File: src/rtl/pit_pkg.sv
package pit_pkg;
  typedef enum logic [1:0] {
    M_TC   = 2'b00,
    M_RSV  = 2'b01,
    M_RATE = 2'b10,
    M_SQ   = 2'b11
  } mode_e;
  localparam int BYTE_W = 8;
endpackage

File: src/rtl/pit_host_port.sv
module pit_host_port import pit_pkg::*; #(
  parameter int CW = 16
) (
  input  logic              clk,
  input  logic              rst_n,
  input  logic              wr_valid,
  input  logic              wr_ctl,
  input  logic [BYTE_W-1:0] wr_data,
  input  logic              rd_ready,
  input  logic [CW-1:0]     ce_val,
  output logic              cfg_we,
  output mode_e             cfg_mode,
  output logic [CW-1:0]     cr,
  output logic              cr_commit,
  output logic              rd_valid,
  output logic [BYTE_W-1:0] rd_data
);
  localparam int NB = CW / BYTE_W;
  localparam int IW = (NB > 1) ? $clog2(NB) : 1;
  localparam logic [IW-1:0] LAST = IW'(NB - 1);

  logic [CW-1:0] stage, stage_nx, snap;
  logic [IW-1:0] widx, ridx;
  logic          latch_req, data_we, rd_fire;

  // a control byte either asks for a snapshot (bit 7) or sets a mode
  assign latch_req = wr_valid & wr_ctl & wr_data[7];
  assign cfg_we    = wr_valid & wr_ctl & ~wr_data[7] & (mode_e'(wr_data[1:0]) != M_RSV);
  assign cfg_mode  = mode_e'(wr_data[1:0]);
  assign data_we   = wr_valid & ~wr_ctl;
  assign rd_fire   = rd_valid & rd_ready;
  assign rd_data   = snap[int'(ridx)*BYTE_W +: BYTE_W];

  always_comb begin
    stage_nx = stage;
    stage_nx[int'(widx)*BYTE_W +: BYTE_W] = wr_data;
  end

  // count assembly: lower bytes are staged, the count register changes only once the full word is in
  always_ff @(posedge clk) begin
    if (!rst_n) begin
      stage     <= '0;
      cr        <= '0;
      widx      <= '0;
      cr_commit <= 1'b0;
    end else begin
      cr_commit <= 1'b0;
      if (cfg_we) begin
        widx <= '0;
      end else if (data_we) begin
        stage <= stage_nx;
        if (widx == LAST) begin
          cr        <= stage_nx;
          cr_commit <= 1'b1;
          widx      <= '0;
        end else begin
          widx <= widx + 1'b1;
        end
      end
    end
  end

  // snapshot: frozen until every byte has gone out
  always_ff @(posedge clk) begin
    if (!rst_n) begin
      snap     <= '0;
      ridx     <= '0;
      rd_valid <= 1'b0;
    end else if (rd_valid) begin
      if (rd_fire) begin
        if (ridx == LAST) begin
          rd_valid <= 1'b0;
          ridx     <= '0;
        end else begin
          ridx <= ridx + 1'b1;
        end
      end
    end else if (latch_req) begin
      snap     <= ce_val;
      ridx     <= '0;
      rd_valid <= 1'b1;
    end
  end

  a_r11_snap_holds: assert property (@(posedge clk) disable iff (!rst_n)
    (rd_valid && !rd_ready) |=> (rd_valid && $stable(rd_data)));
  a_r3_commit_whole: assert property (@(posedge clk) disable iff (!rst_n)
    cr_commit |-> (widx == '0));
endmodule

File: src/rtl/pit_count_elem.sv
module pit_count_elem import pit_pkg::*; #(
  parameter int CW = 16
) (
  input  logic          clk,
  input  logic          rst_n,
  input  logic          tick,
  input  logic          gate,
  input  logic          cfg_we,
  input  mode_e         cfg_mode,
  input  logic [CW-1:0] cr,
  input  logic          cr_commit,
  output logic [CW-1:0] ce_val,
  output logic          out
);
  localparam int EW = CW + 1;

  mode_e         mode_q;
  logic [EW-1:0] ce, n_eff, half, dec;
  logic          out_q, running, load_pend, gate_q, rst_pend, restart;

  // a count of zero means the full range
  assign n_eff   = (cr == '0) ? {1'b1, {CW{1'b0}}} : {1'b0, cr};
  assign half    = n_eff >> 1;
  assign dec     = (ce == '0) ? {1'b0, {CW{1'b1}}} : ce - 1'b1;
  assign restart = (rst_pend | (gate & ~gate_q)) & (mode_q != M_TC);
  assign ce_val  = ce[CW-1:0];
  assign out     = out_q | ((mode_q != M_TC) & ~gate);

  always_ff @(posedge clk) begin
    if (!rst_n) begin
      mode_q    <= M_TC;
      ce        <= '0;
      out_q     <= 1'b0;
      running   <= 1'b0;
      load_pend <= 1'b0;
      gate_q    <= 1'b0;
      rst_pend  <= 1'b0;
    end else begin
      gate_q <= gate;
      if (gate & ~gate_q) rst_pend <= 1'b1;
      if (cfg_we) begin
        mode_q    <= cfg_mode;
        out_q     <= (cfg_mode != M_TC);
        running   <= 1'b0;
        load_pend <= 1'b0;
        rst_pend  <= 1'b0;
      end else begin
        if (cr_commit) load_pend <= 1'b1;
        if (tick) begin
          rst_pend <= 1'b0;
          if (load_pend) begin
            ce        <= n_eff;
            running   <= 1'b1;
            load_pend <= 1'b0;
            out_q     <= (mode_q != M_TC);
          end else if (running && restart) begin
            ce    <= n_eff;
            out_q <= 1'b1;
          end else if (running && gate) begin
            case (mode_q)
              M_RATE: begin
                if (ce == EW'(1)) begin
                  ce    <= n_eff;
                  out_q <= 1'b1;
                end else begin
                  ce    <= dec;
                  out_q <= (dec != EW'(1));
                end
              end
              M_SQ: begin
                if (ce == EW'(1)) begin
                  ce    <= n_eff;
                  out_q <= 1'b1;
                end else begin
                  ce    <= dec;
                  out_q <= (dec > half);
                end
              end
              default: begin
                ce <= dec;
                if (ce == EW'(1)) out_q <= 1'b1;
              end
            endcase
          end
        end
      end
    end
  end

  a_r4_tc_flag_sticks: assert property (@(posedge clk) disable iff (!rst_n)
    (mode_q == M_TC && out_q && !cfg_we && !load_pend) |=> out_q);
  a_r5_gate_freezes: assert property (@(posedge clk) disable iff (!rst_n)
    (running && !gate && !load_pend && !rst_pend && !cfg_we) |=> (ce == $past(ce)));
  a_r7_rate_one_high: assert property (@(posedge clk) disable iff (!rst_n)
    (mode_q == M_RATE && running && !load_pend && cr == CW'(1)) |-> out);
  a_r8_sq_period_high: assert property (@(posedge clk) disable iff (!rst_n)
    (mode_q == M_SQ && running && tick && gate && !load_pend && !restart && !cfg_we && ce == EW'(1)) |=> out_q);
  a_r9_restart_reload: assert property (@(posedge clk) disable iff (!rst_n)
    (running && tick && restart && !load_pend && !cfg_we) |=> (ce == $past(n_eff) && out_q));
endmodule

File: src/rtl/pit_channel.sv
module pit_channel import pit_pkg::*; #(
  parameter int CW = 16
) (
  input  logic        clk,
  input  logic        rst_n,
  input  logic        cnt_tick,
  input  logic        gate,
  input  logic        wr_valid,
  output logic        wr_ready,
  input  logic        wr_ctl,
  input  logic [7:0]  wr_data,
  output logic        rd_valid,
  input  logic        rd_ready,
  output logic [7:0]  rd_data,
  output logic        out
);
  logic          cfg_we, cr_commit;
  mode_e         cfg_mode;
  logic [CW-1:0] cr, ce_val;

  assign wr_ready = 1'b1;

  pit_host_port #(.CW(CW)) u_host (
    .clk(clk), .rst_n(rst_n), .wr_valid(wr_valid), .wr_ctl(wr_ctl),
    .wr_data(wr_data), .rd_ready(rd_ready), .ce_val(ce_val),
    .cfg_we(cfg_we), .cfg_mode(cfg_mode), .cr(cr), .cr_commit(cr_commit),
    .rd_valid(rd_valid), .rd_data(rd_data)
  );

  pit_count_elem #(.CW(CW)) u_ce (
    .clk(clk), .rst_n(rst_n), .tick(cnt_tick), .gate(gate),
    .cfg_we(cfg_we), .cfg_mode(cfg_mode), .cr(cr), .cr_commit(cr_commit),
    .ce_val(ce_val), .out(out)
  );

  a_r1_reset_quiet: assert property (@(posedge clk) disable iff (!rst_n)
    $rose(rd_valid) |-> $past(wr_valid && wr_ctl && wr_data[7]));
endmodule

File: config.mk
export PLATFORM = sky130hd
export DESIGN_NAME = pit_channel
export DESIGN_NICKNAME = d
export VERILOG_FILES = /design/src/rtl/pit_pkg.sv /design/src/rtl/pit_host_port.sv /design/src/rtl/pit_count_elem.sv /design/src/rtl/pit_channel.sv
export SDC_FILE = /design/constraint.sdc
export NUM_CORES = 1
export LEC_CHECK = 0
export ABC_CLOCK_PERIOD_IN_PS = 6000
export BUFFER_PORTS_ARGS = -buffer_cell sky130_fd_sc_hd__buf_2
export CAP_MARGIN = 15
export CELL_PAD_IN_SITES_DETAIL_PLACEMENT = 1
export CELL_PAD_IN_SITES_GLOBAL_PLACEMENT = 2
export CORE_MARGIN = 4
export CORE_UTILIZATION = 39
export CTS_CLUSTER_DIAMETER = 120
export DETAILED_ROUTE_END_ITERATION = 7
export PLACE_DENSITY_LB_ADDON = 0.1
export SETUP_SLACK_MARGIN = 0.4
export SLEW_MARGIN = 20
export SYNTH_ARGS = -nofsm -noshare
export SYNTH_HDL_FRONTEND = slang
export SYNTH_SLANG_ARGS = --single-unit
File: constraint.sdc
create_clock -name clk -period 6 [get_ports clk]
set_input_delay 0.6 -clock clk [delete_from_list [all_inputs] [get_ports clk]]
set_output_delay 0.6 -clock clk [all_outputs]
set_load 0.005 [all_outputs]
Yosys cells after proc, flatten, opt, wreduce, memory -nomap -nowiden
Index checks and enable logic that the tools add are counted.
- output and inout bits: 11
- register bits after elaboration: 76
- logic and storage cells: 99
- bitwise gates (word level): 19
- magnitude comparators: 1
- reductions and logical operators: 22
- $add $sub $neg: 4
- eq/ne operators: 6
- multiplexer cells: 30
- shift-type cells: 3
- operator list (operator ; number):
    17-bit 2-to-1 mux ; 7
    4-bit negation with 33-bit output ; 1
    8-bit by 33-bit variable shift with 16-bit output, first input constant ; 1
    8-bit by 33-bit variable part select with 16-bit output ; 1
    1-bit 2-to-1 mux ; 21
    17-bit by 1-bit equality test with 1-bit output, second input constant ; 1
    17-bit by 16-bit > comparator with 1-bit output ; 1
    17-bit logical NOT ; 1
    17-bit by 1-bit != test with 1-bit output, second input constant ; 1
    17-bit by 1-bit subtractor with 17-bit output, second input constant ; 1
    16-bit bitwise mux ; 1
    16-bit logical NOT ; 1
    16-bit by 5-bit variable part select with 8-bit output ; 1
    1-bit bitwise AND ; 9
    3-bit AND reduction ; 3
    1-bit inverter ; 8
    2-bit AND reduction ; 4
    2-bit nonzero test ; 4
    6-bit nonzero test ; 1
    3-bit OR reduction ; 2
    2-bit equality test, second input constant ; 2
    4-bit nonzero test ; 1
    2-bit OR reduction ; 2
    3-bit nonzero test ; 1
    6 further kinds ; 9

Longest topological paths before layout
Gate-level depths: netlist (run 1).
- depth in word-level cells: 10
- gate-level depth with buffers: 14
- mapped depth without buffers: 13

Cells and area by module
Synthesis (run 1) repeated with hierarchy kept, for this count alone.
- cell total of the unflattened synthesis: 455
- area total of the unflattened synthesis: 3883.7 um^2
- modules (own cells, without submodules) (module ; area an instance (um^2) ; instances ; cells each ; sequential area each (um^2)):
    pit_count_elem ; 2205.9 ; 1 ; 276 ; 480.5
    pit_host_port ; 1666.6 ; 1 ; 177 ; 880.8
    pit_channel ; 11.3 ; 1 ; 2 ; 0.0

Least setup slack after synthesis (run 1)
OpenSTA, ideal clock, no wires.
- path type: reg-to-reg
- start point: register u_ce.ce[0]
- end point: register u_ce.out_q
- stages on the path, launching flop included: 15
- setup slack: 3037 ps
- period minus slack after synthesis: 2963 ps
- data arrival time: 2836 ps
- data required time: 5873 ps
- path buffers: 1
- path through: dfxtp_1 -> inv_1 -> ha_1 -> buf_6 -> nor3b_2 -> nand2_1 -> or3_1 -> xnor2_1 -> ha_1 -> a21oi_1 -> nor3_1 -> a2111oi_0 -> a31oi_1 -> o32ai_1 -> a21oi_1
- word-level cells in the longest chain between the ends: 10
- elaborated cells between the ends (all ways): 16
- RTL lines (item ; line ; source):
    from (decl) ; pit_count_elem.sv:18 ; logic [EW-1:0] ce, n_eff, half, dec;
    from (signal assigned) ; pit_count_elem.sv:52 ; ce <= n_eff;
    from (signal assigned) ; pit_count_elem.sv:57 ; ce <= n_eff;
    from (signal assigned) ; pit_count_elem.sv:63 ; ce <= n_eff;
    17-bit by 1-bit subtractor with 17-bit output or 17-bit logical NOT (tied branches) ; pit_count_elem.sv:24 ; assign dec = (ce == '0) ? {1'b0, {CW{1'b1}}} : ce - 1'b1;
    17-bit 2-to-1 mux ; pit_count_elem.sv:24 ;
    17-bit by 16-bit > comparator with 1-bit output or 17-bit by 1-bit != test with 1-bit output (tied branches) ; pit_count_elem.sv:76, pit_count_elem.sv:67 ;
    1-bit 2-to-1 mux, on equally long branches ; pit_count_elem.sv:71, pit_count_elem.sv:62 ;
    1-bit one-hot mux with 2 select lines ; pit_count_elem.sv:60 ; case (mode_q)
    1-bit 2-to-1 mux ; pit_count_elem.sv:59 ; end else if (running && gate) begin
    1-bit 2-to-1 mux ; pit_count_elem.sv:56 ; end else if (running && restart) begin
    1-bit 2-to-1 mux ; pit_count_elem.sv:51 ; if (load_pend) begin
    1-bit 2-to-1 mux ; pit_count_elem.sv:49 ; if (tick) begin
    1-bit 2-to-1 mux ; pit_count_elem.sv:41 ; if (cfg_we) begin
    to (signal assigned) ; pit_count_elem.sv:43 ; out_q <= (cfg_mode != M_TC);
    to (signal assigned) ; pit_count_elem.sv:55 ; out_q <= (mode_q != M_TC);
    to (signal assigned) ; pit_count_elem.sv:67 ; out_q <= (dec != EW'(1));
    to (decl) ; pit_count_elem.sv:19 ; logic out_q, running, load_pend, gate_q, rst_pend, restart;
Several ways; a longest one is shown, not always the timed one. The select of a mux whose other input is x is not followed.
A chain may end at the register's enable or synchronous reset.

Worst setup path in the final report (run 1)
Same ends and word-level chain as after synthesis.

==> results of run 1 <==
## worst max-delay path, delay by kind of cell, from the launching register on
| kind | cells | cell delay, ps |
|---|---|---|
| and+or+nand+nor | 4 | 1190 |
| xor gates and xnor gates | 1 | 150 |
| DFF | 1 | 380 |
| adders and majority gates | 2 | 620 |
| AOI/OAI and AO/OA | 5 | 950 |
| buffers and inverters | 1 | 130 |
## report_power, final
| part | leakage, nW | switching [mW] | total, mW | internal (mW) |
|---|---|---|---|---|
| Sequential | 0.550 | 0.00927 | 0.468 | 0.459 |
| Clock | 0.107 | 0.186 | 0.431 | 0.245 |
| Combinational | 0.996 | 0.0559 | 0.0950 | 0.0392 |
## registers in the layout (all words and copies together), names as in the netlist, 2 cells and up
name / count
u_ce.ce: 17
u_host.cr: 16
u_host.snap: 16
u_host.stage: 8
u_ce.mode_q: 2
## routing by layer
| metal | vias up | track usage (%) | share of wire (%) |
|---|---|---|---|
| met5 | - | 0 | 0 |
| met4 | 0 | 5.95 | 0.64 |
| met3 | 8 | 3.85 | 3.9 |
| met2 | 41 | 34.0 | 46 |
| met1 | 1757 | 30.3 | 49 |
| li1 | 1758 | - | - |
## path summary, 6_finish.rpt
check	to	slack, ps
setup / recovery	u_ce.out_q	2450
hold / removal	u_host.snap[2]	460
setup reg to reg	u_ce.out_q	2450
hold reg to reg	u_host.snap[2]	460
## metrics by stage
step           power (mW)  hold slack, ps  area, sq um
2_1_floorplan       0.544             437         3980
4_1_cts              1.01             445         4350
5_1_grt              1.04             442         4350
6_report            0.995             463         4350
3_3_place_gp        0.571             447         4130
3_5_place_dp        0.573             456         4130
## layout by cell type (no fill, tap or decap), drive strengths merged, types with 2 or more instances in the layout
cell	instances
a211oi	2
a21boi	42
a21o	2
a21oi	28
a31oi	3
and2	6
and3	6
and4	2
buf	26
bufinv	2
clkbuf	12
clkinv	2
dfxtp	68
ha	18
inv	24
mux2	8
mux2i	9
nand2	90
nand2b	7
nand3	16
nand3b	3
nand4	7
nor2	17
nor2b	9
nor3	10
nor3b	2
nor4	11
o211ai	7
o21a	5
o21ai	17
o21bai	2
o22ai	2
o311ai	2
o31ai	7
or2	3
or3	3
or4	5
xnor2	8
xor2	4
## cells by family (layout without fill, tap and decap cells)
| family | Yosys count | after routing |
|---|---|---|
| and+or+nand+nor | 200 | 200 |
| AOI/OAI and AO/OA | 126 | 126 |
| DFF | 68 | 68 |
| buffers and inverters | 59 | 67 |
| adders and majority gates | 18 | 18 |
| muxes | 17 | 17 |
| xor gates and xnor gates | 12 | 12 |
| other | 1 | 1 |
## cell type report
type | instances | area (sq um) | area share (%)
clock inverters | 4 | 72.6 | 1.67
repair buffers | 26 | 135 | 3.11
clock buffers | 12 | 145 | 3.34
multi-input cells | 374 | 2370 | 54.6
flip-flops and latches | 68 | 1360 | 31.3
well taps | 133 | 166 | 3.83
inverters | 25 | 93.8 | 2.16
==> flow_summary.yaml, run 1 <==
cells_and_area:
  num_antenna_cells: 0
  layout.cells.non_filler: 642
  area_delta_synth_final_pct: 9.21
  drive_above_1_share_pct: 11.8
  final_util_pct: 44.1
  nFillCells: 1209
  nNetsFinal: 537
power_and_ir_drop:
  power_density_nw_per_um2: 229
  vdd_drop_max_mv: 0.121
  power.leakage_nw: 1.65
cts:
  cts_tree: "built"
  cts_sinks: 68
  clk_pin_slew_ps: 80
  cts-resized-gates: 0
  cts_hold_buf: 0
  clock-root-buffer: "clkbuf_8"
  post_cts_buffers: 0
  clock_latency_ps: 350
  htreeDepth: 3
  cts_max_path_buffers: 2
  numCtsBuffers: 9
global_route:
  grt-ovfl-total: 0
  grt_pass1_wl_mm: 19.8
  antenna_found_initial: 0
  grt_pass1_vias: 3693
  grt_usage_pct: 21.6
  grt_max_degree: 41
timing:
  min_period_ps: 3550
  fin_crit_sh_pct: 59.2
  worstMarginPinSlew_ps: 1040
  setup_tns_ps: 0
  slew_headroom_pct: 30.4
  setup_violations: 0
  rsz0062_at_grt: "no"
  worst_slack_ps: 2450
  clock_skew_ps: 12.1
  finalHoldViolCount: 0
  slew_violations: 0
  fmax_mhz: 282
yosys:
  synth_enable_flop_cells: 0
  synth_xor_area_share_pct: 2.64
  synth_top_area_share_pct: 34.2
  synth_compound_area_share_pct: 21.1
  async_reset_ff_share_pct: 0
  ys_seq_area_share_pct: 34.2
  syn_inst: 501
  syn_area_sq_um: 3980
  synth-seq-cells: 68
  synth_top_family_by_area: "simple AND/OR/NAND/NOR gates"
  synth_nets: 534
  ys.flop_type: "dfxtp_1"
  yosysMostFrequentCell: "nand2_1"
  synthTopCellsByArea: "dfxtp_1 (34%), nand2_1 (8.5%), a21boi_0 (7.5%), ha_1 (5.7%), a21oi_1 (3.5%)"
  synth-simple-area-share_pct: 25.6
  synth.largest_area_cell: "dfxtp_1"
  synthAdderAreaFrac_pct: 5.66
  synthMuxAreaShare_pct: 4.52
  syn_area_per_cell_sq_um: 7.95
  yosysWarnings: 0
  synthTopCellsByCount: "nand2_1 (90), dfxtp_1 (68), a21boi_0 (40)"
  synth.distinct_cells: 58
route:
  drt-total-wl_mm: 11.9
  vias: 3564
  drc: 0
  via_per_inst: 5.55
  drtIter0Drc: 197
  ant_nets: 0
  wl_per_cell_um: 18.6
  firstDrtPassIters: 4
worst_setup_path:
  cp_data_required_time_ps: 6220
  crit_path_start: "u_ce.ce[0]"
  worstPathMaxFanout: 8
  crit_type: "flop to flop"
  reg2reg_from: "u_ce.ce[0]"
  end_kind: "flop"
  arrival_ps: 3770
  cp_slowest_cell: "nor3b_2"
  cp-start-kind: "flop"
  crit_chain: "inv_1, ha_1, nor3b_2, nand2_1, or3_1, xnor2_1, ha_1, a21oi_1, nor3_1, a2111oi_0, a31oi_1, o32ai_1, a21oi_1"
  rr_worst_depth: 13
  max_stage_delay_ps: 450
die:
  initial_utilization_pct: 40.4
  die_h_um: 109
  rows: 36
  die_w_um: 109
  core_area_sq_um: 9860
  io_pins: 26
  dieArea_sq_um: 11900
placed_design:
  dpl.cell_count: 626
  place_worst_setup_slack_ps: 2520
  dp_hpwl_mm: 8.83
  io_buffers: 24
  gp_congestion: 0.880
hold_path:
  hold_path_class: "flop to flop"
  hold_start: "u_host.snap[2]"
  min_path_cells: 2
outcome:
  status: "finished clean"
job:
  cap_viol_max_count: 0
Note: power is estimated with default switching activity, not from simulation.
==> run 2: changes to the inputs <==
ABC_CLOCK_PERIOD_IN_PS = 3200   (was 6000)
CORE_UTILIZATION = 33   (was 39)
clock period = 3.2 ns   (was 6 ns; I/O delays follow)
==> run 2 against run 1 <==
Effect of this change: cell count increased by 4.7%; non-clock buffer count increased by 21; clock skew decreased by 6.9 ps; sequential power increased by 87%.
==> flow_summary.yaml, run 2 (synthesis results as in run 1) <==
outcome:
  status: "finished clean"
cts:
  cts_tree: "built"
  clk_pin_slew_ps: 60
  cts_sinks: 68
  numCtsBuffers: 9
  cts_max_path_buffers: 2
  clock_latency_ps: 340
  cts_hold_buf: 0
  clock-root-buffer: "clkbuf_16"
  htreeDepth: 3
cells_and_area:
  final_util_pct: 40.6
  drive_above_1_share_pct: 19.8
  largest_register_ffs: 17
  largest-register: "u_ce.ce"
  reg.largest.list: "u_ce.ce (17), u_host.cr (16), u_host.snap (16)"
  num_antenna_cells: 0
  nNetsFinal: 558
  layout_common_cells: "nand2_1 (87), dfxtp_1 (62), a21boi_0 (40), a21oi_1 (28), buf_2 (24)"
  area_delta_synth_final_pct: 18.5
  final_common_cell: "nand2_1"
die:
  io_pins: 26
  die_w_um: 118
  core_area_sq_um: 11600
  die_h_um: 118
  dieArea_sq_um: 13900
  initial_utilization_pct: 34.3
  rows: 39
worst_setup_path:
  cp_data_required_time_ps: 3470
  crit_chain: "inv_2, ha_4, or3b_4, or3_4, xnor2_2, ha_1, nand4_1, nor4_2, o31ai_1, a31oi_1, o32ai_1, a21oi_1"
  arrival_ps: 3120
  cp_slowest_cell: "or3b_4"
  cp-start-kind: "flop"
  crit_type: "flop to flop"
  end_kind: "flop"
  cp_top_family: "simple AND/OR/NAND/NOR gates"
  worstPathMaxFanout: 7
  max_stage_delay_ps: 410
  crit_buf_inv: 1
route:
  firstDrtPassIters: 4
  via_per_inst: 5.42
  wl_per_cell_um: 19.5
  drtIter0Drc: 267
  vias: 3644
  drc: 0
  drt-total-wl_mm: 13.1
  ant_nets: 0
placed_design:
  gp_congestion: 0.877
  dp_hpwl_mm: 9.75
  io_buffers: 24
timing:
  setup_tns_ps: 0
  finalHoldViolCount: 0
  slew_headroom_pct: 34.7
  min_period_ps: 2850
  setup_violations: 0
  rsz0062_at_grt: "yes"
  worstMarginPinSlew_ps: 975
  fmax_mhz: 351
  clock_skew_ps: 5.18
  fin_crit_sh_pct: 89.0
  slew_violations: 0
power_and_ir_drop:
  power_density_nw_per_um2: 441
  power.leakage_nw: 1.81
  vdd_drop_max_mv: 0.298
hold_path:
  hold_path_class: "primary input to flop"
job:
  cap_viol_max_count: 0
global_route:
  antenna_found_initial: 0
  grt-ovfl-total: 0
  grt_pass1_wl_mm: 21.2
  grt_max_degree: 27
  grt_pass1_vias: 3842
  grt_usage_pct: 19.3
run 2: report_power, final:
part           leakage [nW]  total [mW]  switching, mW  internal [mW]
clock network         0.144       0.998          0.383          0.616
logic                  1.12       0.205          0.116         0.0897
registers             0.554       0.877         0.0163          0.861
run 2: path summary, 6_finish.rpt:
check / startpoint / end / slack (ps) / cells past startpoint
worst min register to register: u_host.stage[6] / u_host.cr[6] / 460 / 2
worst max register to register: u_ce.ce[1] / u_ce.out_q / 350 / 12
worst min-delay path: cnt_tick / u_ce.rst_pend / 200 / 2
worst max-delay path: u_ce.ce[1] / u_ce.out_q / 350 / 12
run 2: timing repair:
action / 4_1_cts / 5_1_grt
resized for setup: 15 / 5
endpoints found under the setup margin: 1 / 1
pin swaps: 11 / 2
buffers inserted: 6 / 0
run 2: routing by layer:
layer  vias up  share of wire (%)  track usage (%)
met5         -                  0                0
met4         0                1.7             6.74
met3        14                2.1             2.74
met2        37                 46             30.7
met1      1791                 51             26.8
li1       1802                  -                -
run 2: metrics by stage:
step | area (sq um) | total power [mW] | hold slack (ps) | setup WS, ps | instances
floorplan | 4020 | 1.02 | 396 | 397 | 501
global placement | 4300 | 1.09 | 447 | 237 | 651
detailed placement | 4300 | 1.09 | 457 | 68.0 | 651
CTS | 4700 | 2.10 | 192 | 374 | 672
global route | 4720 | 2.17 | 198 | 195 | 672
finish | 4720 | 2.08 | 198 | 352 | 672
run 2: cell type report:
cell class                      instances  area (sq um)
Fill cell                            1412          6890
Clock inverter                          5          52.6
Sequential cell                        68          1370
Tap cell                              143           179
Multi-Input combinational cell        374          2490
Timing Repair Buffer                   47           293
Inverter                               25          96.3
Clock buffer                           10           239
